--- config.mk ---
export PLATFORM = sky130hd
export DESIGN_NAME = usb_evt_regs
export DESIGN_NICKNAME = d
export VERILOG_FILES = /design/src/rtl/usb_evt_pkg.sv /design/src/rtl/usb_evt_sticky.sv /design/src/rtl/usb_evt_mask.sv /design/src/rtl/usb_evt_irq_fsm.sv /design/src/rtl/usb_evt_regs.sv
export SDC_FILE = /design/constraint.sdc
export NUM_CORES = 1
export LEC_CHECK = 0
export ABC_AREA = 1
export BUFFER_PORTS_ARGS = -buffer_cell sky130_fd_sc_hd__buf_2
export CELL_PAD_IN_SITES_DETAIL_PLACEMENT = 1
export CELL_PAD_IN_SITES_GLOBAL_PLACEMENT = 2
export CORE_ASPECT_RATIO = 2
export CORE_MARGIN = 1.5
export CORE_UTILIZATION = 23
export DETAILED_ROUTE_END_ITERATION = 7
export PLACE_DENSITY = 0.81
export SLEW_MARGIN = 40
export SYNTH_ARGS = -nofsm -noshare
export SYNTH_HDL_FRONTEND = slang
export SYNTH_SLANG_ARGS = --single-unit
--- constraint.sdc ---
create_clock -name clk -period 0.86 [get_ports clk]
set_clock_uncertainty 0.05 [all_clocks]
set_input_delay 0.172 -clock clk [delete_from_list [all_inputs] [get_ports clk]]
set_output_delay 0.172 -clock clk [all_outputs]
set_load 0.05 [all_outputs]
--- src/rtl/usb_evt_pkg.sv ---
package usb_evt_pkg;

    localparam int REG_W    = 16;
    localparam int EP_N     = 4;
    localparam int SRC_N    = 6 + EP_N;

    localparam int POS_RX_DONE  = 0;
    localparam int POS_TX_DONE  = 1;
    localparam int POS_BUSY     = 2;
    localparam int POS_SOF      = 3;
    localparam int POS_TX_ERR   = 4;
    localparam int POS_IDLE     = POS_TX_ERR + EP_N;
    localparam int POS_BUS_RST  = POS_IDLE + 1;

    typedef enum logic [0:0] {
        IRQ_QUIET  = 1'b0,
        IRQ_RAISED = 1'b1
    } irq_state_e;

endpackage

--- src/rtl/usb_evt_sticky.sv ---
module usb_evt_sticky #(
    parameter int N = 10
) (
    input  logic         clk,
    input  logic         rst_n,
    input  logic [N-1:0] set_i,
    input  logic [N-1:0] clr_i,
    output logic [N-1:0] flags_o
);

    for (genvar i = 0; i < N; i++) begin : g_flag
        always_ff @(posedge clk or negedge rst_n) begin
            if (!rst_n) begin
                flags_o[i] <= 1'b0;
            end else if (set_i[i]) begin
                flags_o[i] <= 1'b1;
            end else if (clr_i[i]) begin
                flags_o[i] <= 1'b0;
            end
        end

        assert_set_latch_R3: assert property (@(posedge clk) disable iff (!rst_n)
            set_i[i] |=> flags_o[i]);

        assert_set_wins_R5: assert property (@(posedge clk) disable iff (!rst_n)
            (set_i[i] && clr_i[i]) |=> flags_o[i]);

        assert_w1c_R4: assert property (@(posedge clk) disable iff (!rst_n)
            (clr_i[i] && !set_i[i]) |=> !flags_o[i]);

        assert_sticky_hold_R3: assert property (@(posedge clk) disable iff (!rst_n)
            (!clr_i[i] && !set_i[i]) |=> (flags_o[i] == $past(flags_o[i])));
    end

endmodule

--- src/rtl/usb_evt_mask.sv ---
module usb_evt_mask #(
    parameter int N = 10
) (
    input  logic         clk,
    input  logic         rst_n,
    input  logic         wr_i,
    input  logic [N-1:0] wdata_i,
    output logic [N-1:0] mask_o
);

    always_ff @(posedge clk or negedge rst_n) begin
        if (!rst_n) begin
            mask_o <= '0;
        end else if (wr_i) begin
            mask_o <= wdata_i;
        end
    end

    assert_mask_store_R6: assert property (@(posedge clk) disable iff (!rst_n)
        wr_i |=> (mask_o == $past(wdata_i)));

    assert_mask_hold_R6: assert property (@(posedge clk) disable iff (!rst_n)
        !wr_i |=> $stable(mask_o));

endmodule

--- src/rtl/usb_evt_irq_fsm.sv ---
module usb_evt_irq_fsm
    import usb_evt_pkg::*;
(
    input  logic clk,
    input  logic rst_n,
    input  logic pending_i,
    output logic irq_o
);

    irq_state_e state_q;
    irq_state_e state_d;

    always_comb begin
        state_d = state_q;
        unique case (state_q)
            IRQ_QUIET:  if (pending_i)  state_d = IRQ_RAISED;
            IRQ_RAISED: if (!pending_i) state_d = IRQ_QUIET;
        endcase
    end

    always_ff @(posedge clk or negedge rst_n) begin
        if (!rst_n) begin
            state_q <= IRQ_QUIET;
        end else begin
            state_q <= state_d;
        end
    end

    always_comb begin
        unique case (state_q)
            IRQ_QUIET:  irq_o = 1'b0;
            IRQ_RAISED: irq_o = 1'b1;
        endcase
    end

    assert_irq_rise_R7: assert property (@(posedge clk) disable iff (!rst_n)
        pending_i |=> irq_o);

    assert_irq_fall_R7: assert property (@(posedge clk) disable iff (!rst_n)
        !pending_i |=> !irq_o);

endmodule

--- src/rtl/usb_evt_regs.sv ---
module usb_evt_regs
    import usb_evt_pkg::*;
#(
    parameter int               ADDR_W    = 12,
    parameter logic [ADDR_W-1:0] EVT_ADDR  = 12'hA10,
    parameter logic [ADDR_W-1:0] MASK_ADDR = 12'hA14
) (
    input  logic              clk,
    input  logic              rst_n,
    input  logic [ADDR_W-1:0] bus_addr,
    input  logic              bus_rd,
    input  logic              bus_wr,
    input  logic [15:0]       bus_wdata,
    output logic [15:0]       bus_rdata,
    input  logic              ev_bus_reset,
    input  logic              ev_idle_chg,
    input  logic [3:0]        ev_tx_err,
    input  logic              ev_sof,
    input  logic              ev_busy,
    input  logic              ev_tx_done,
    input  logic              ev_rx_done,
    output logic              irq
);

    localparam int PAD_W = REG_W - SRC_N;

    logic [SRC_N-1:0] src_pulse;
    logic [SRC_N-1:0] clr_vec;
    logic [SRC_N-1:0] evt_flags;
    logic [SRC_N-1:0] mask_bits;
    logic             hit_evt;
    logic             hit_mask;
    logic             pending;
    logic             unused_wdata_hi;
    logic [REG_W-1:0] rd_mux;

    always_comb begin
        src_pulse                          = '0;
        src_pulse[POS_RX_DONE]             = ev_rx_done;
        src_pulse[POS_TX_DONE]             = ev_tx_done;
        src_pulse[POS_BUSY]                = ev_busy;
        src_pulse[POS_SOF]                 = ev_sof;
        src_pulse[POS_TX_ERR +: EP_N]      = ev_tx_err;
        src_pulse[POS_IDLE]                = ev_idle_chg;
        src_pulse[POS_BUS_RST]             = ev_bus_reset;
    end

    assign hit_evt         = (bus_addr == EVT_ADDR);
    assign hit_mask        = (bus_addr == MASK_ADDR);
    assign clr_vec         = (bus_wr && hit_evt) ? bus_wdata[SRC_N-1:0] : '0;
    assign unused_wdata_hi = &{1'b0, bus_wdata[REG_W-1:SRC_N]};

    usb_evt_sticky #(.N(SRC_N)) u_sticky (
        .clk     (clk),
        .rst_n   (rst_n),
        .set_i   (src_pulse),
        .clr_i   (clr_vec),
        .flags_o (evt_flags)
    );

    usb_evt_mask #(.N(SRC_N)) u_mask (
        .clk     (clk),
        .rst_n   (rst_n),
        .wr_i    (bus_wr && hit_mask),
        .wdata_i (bus_wdata[SRC_N-1:0]),
        .mask_o  (mask_bits)
    );

    assign pending = |(evt_flags & mask_bits);

    usb_evt_irq_fsm u_irq (
        .clk       (clk),
        .rst_n     (rst_n),
        .pending_i (pending),
        .irq_o     (irq)
    );

    always_comb begin
        rd_mux = '0;
        if (hit_evt) begin
            rd_mux = {{PAD_W{1'b0}}, evt_flags};
        end else if (hit_mask) begin
            rd_mux = {{PAD_W{1'b0}}, mask_bits};
        end
    end

    always_ff @(posedge clk or negedge rst_n) begin
        if (!rst_n) begin
            bus_rdata <= '0;
        end else if (bus_rd) begin
            bus_rdata <= rd_mux;
        end else begin
            bus_rdata <= '0;
        end
    end

    assert_reserved_zero_R2: assert property (@(posedge clk) disable iff (!rst_n)
        bus_rd |=> (bus_rdata[REG_W-1:SRC_N] == '0));

    assert_read_nondestructive_R9: assert property (@(posedge clk) disable iff (!rst_n)
        (bus_rd && !bus_wr && (src_pulse == '0)) |=> $stable(evt_flags));

    assert_masked_quiet_R8: assert property (@(posedge clk) disable iff (!rst_n)
        ((evt_flags & mask_bits) == '0) |=> !irq);

endmodule

==> impl_metrics.env <==
export IMPL_cts_buffers_inserted=5
export IMPL_clkSlewWorstSetupHoldPaths_ps=50
export IMPL_track_usage_pct=15.6
export IMPL_nNetsFinal=305
export IMPL_netlist_area_um2=1480
export IMPL_post_drt_wl_per_cell_um=14.8
export IMPL_cts_root_buf="clkbuf_16"
export IMPL_max_freq_mhz=959
export IMPL_cp_cell_sequence="buf_6"
export IMPL_ios=59
export IMPL_final_cell_mix="39 x nand2_1, 31 x dfrtp_1, 31 x buf_2"
export IMPL_tns_ps=-4630
export IMPL_post_dp_hpwl_um=3010
export IMPL_critPathLaunchType="flop"
export IMPL_crit_type="reg2out"
export IMPL_cpPeakStageDelay_ps=380
export IMPL_reg2reg_from="u_mask.mask_o[8]"
export IMPL_drv_slew=0
export IMPL_gr_total_overflow=0
export IMPL_initialDrtViolationCount=51
export IMPL_slowest_stage="dfrtp_1"
export IMPL_dr_pass1_iters=4
export IMPL_syn2layout_area_growth_pct=85.6
export IMPL_yosys_warnings=0
export IMPL_critPathMaxFanout=1
export IMPL_violations="setup timing"
export IMPL_rsz0062_at_grt="yes"
export IMPL_cp_arrival_ps=820
export IMPL_tritoncts="done"
export IMPL_layout_commonest_cell="nand2_1"
export IMPL_grt_pass1_vias=1713
export IMPL_rows=41
export IMPL_setup_viol=42
export IMPL_yosysUniqueCellTypes=16
export IMPL_die_height_um=116
export IMPL_start_util_pct=23.7
export IMPL_status="finished with violations"
export IMPL_core_area_um2=6260
export IMPL_gp_congestion=0.765
export IMPL_diodes=0
export IMPL_ys_ff_latch=31
export IMPL_fillers=754
export IMPL_numPortBuffers=46
export IMPL_irDropWorstVdd_mv=1.05
export IMPL_endpoint_kind="output pin"
export IMPL_die_area_um2=6950
export IMPL_drcViolationCount=0
export IMPL_place_ws_ps=-417
export IMPL_die_x_um=59.7
export IMPL_min_delay_start="ev_tx_done"
export IMPL_hold_path_class="in2reg"
export IMPL_avgViaCountPerCell=4.44
export IMPL_clock_latency_ps=280
export IMPL_ys_seq_area_share_pct=52.4
export IMPL_cts_htree_levels=2
export IMPL_antenna_found_initial=0
export IMPL_routed_via_count=1553
export IMPL_synth_cells=182
export IMPL_hold_viol=0
export IMPL_drive_gt1_share_pct=51.5
export IMPL_grt_pass1_wl_um=7940
export IMPL_p_leak_nw=1.28
export IMPL_startpoint="bus_rdata[9]"
export IMPL_final_antenna_net_count=0
export IMPL_crit_required_ps=640
export IMPL_crit_family="flip-flops"
export IMPL_cts_num_sinks=31
export IMPL_fin_crit_ps=1040
export IMPL_max_cap_violations=0
export IMPL_synth_area_per_cell_um2=8.13
export IMPL_grt_max_degree=32
export IMPL_post_route_period_util_pct=121
export IMPL_p_per_area_nw_per_um2=1350
export IMPL_routed_wl_um=5190
export IMPL_clockBufferDepth=2
export IMPL_crit_buf_inv=1
export IMPL_fin_ws_ps=-183
[layout make-up]
cell class / count / area (µm²) / share of cell area, %
Clock buffer: 8 / 156 / 5.69
Inverter: 30 / 120 / 4.37
Multi-Input combinational cell: 111 / 788 / 28.7
Sequential cell: 31 / 776 / 28.2
Tap cell: 86 / 108 / 3.92
Timing Repair Buffer: 84 / 800 / 29.1
[layer usage]
layer / vias to the layer above / track usage (%) / part of all wire [%]
li1: 734 / - / -
met1: 764 / 14.7 / 34
met2: 46 / 28.7 / 60
met3: 9 / 3.54 / 3.5
met4: 0 / 9.48 / 2.8
met5: - / 0 / 0
[state kept, by name, indices dropped and copies added (netlist names)]
register / cells
bus_rdata: 10
u_sticky.flags_o: 10
u_irq.state_q: 1
u_mask.mask_o: 10
[timing repair]
action / 4_1_cts / 5_1_grt
buffers inserted: 5 / 1
setup endpoints to repair: 42 / 42
endpoints found under the hold margin: 31 / 0
resized for setup: 67 / 30
hold buffers: 1 / 0
pin swaps: 15 / 21
cloned: 4 / 2
[worst paths after layout]
kind | endpoint | slack (ps) | cells after the start
worst max-delay path | bus_rdata[9] | -180 | 1
min in group asynchronous | bus_rdata[7] | 330 | 3
worst min register to register | u_irq.state_q | 520 | 4
worst min-delay path | u_sticky.flags_o[1] | 20 | 3
worst max register to register | u_irq.state_q | -160 | 3
max in group asynchronous | bus_rdata[5] | 250 | 3
[worst reg2reg max path: stages (launching register included)]
cell	delay, ps
dfrtp_1	370
a22o_1	250
nor3_2	170
nand2_1	70
[stage by stage]
stage          total power, W  instance area (µm²)  cells  utilization (%)  hold WS (ps)
2_1_floorplan         0.00164                 1530    187                -          -174
3_3_place_gp          0.00179                 2020    331             32.3          89.6
3_5_place_dp          0.00180                 2020    331             32.3          91.3
4_1_cts               0.00370                 2610    349             41.7          24.0
5_1_grt               0.00381                 2750    350             43.9          35.0
6_report              0.00370                 2750    350             43.9          22.7
[report_power, final]
part           switching [W]  internal (W)
sequential        0.00000202       0.00147
clock               0.000621       0.00123
combinational       0.000236      0.000147
[cells in the mapped netlist]
cell type,count,area (µm²)
a22o_1,2,17.5
nand3_1,22,110
dfrtp_1,31,776
nand4_1,10,62.6
nor2_4,1,11.3
nor3_1,2,10.0
buf_2,5,25.0
inv_1,29,109
nor2_1,5,18.8
o21ai_1,10,50.1
clkinv_1,1,3.75
a21oi_1,10,50.1
nand2_1,43,161
buf_1,1,3.75
conb_1,1,3.75
buf_4,9,67.6
[cell families (layout without fill, tap and decap cells)]
kind of cell	Yosys count	count (layout)	share of synthesized area, %
compound gates	22	22	7.95
buf+inv	45	122	14.1
flops	31	31	52.4
other cells	1	6	0.253
simple gates	83	83	25.3
(Power assumes the default switching activity.)
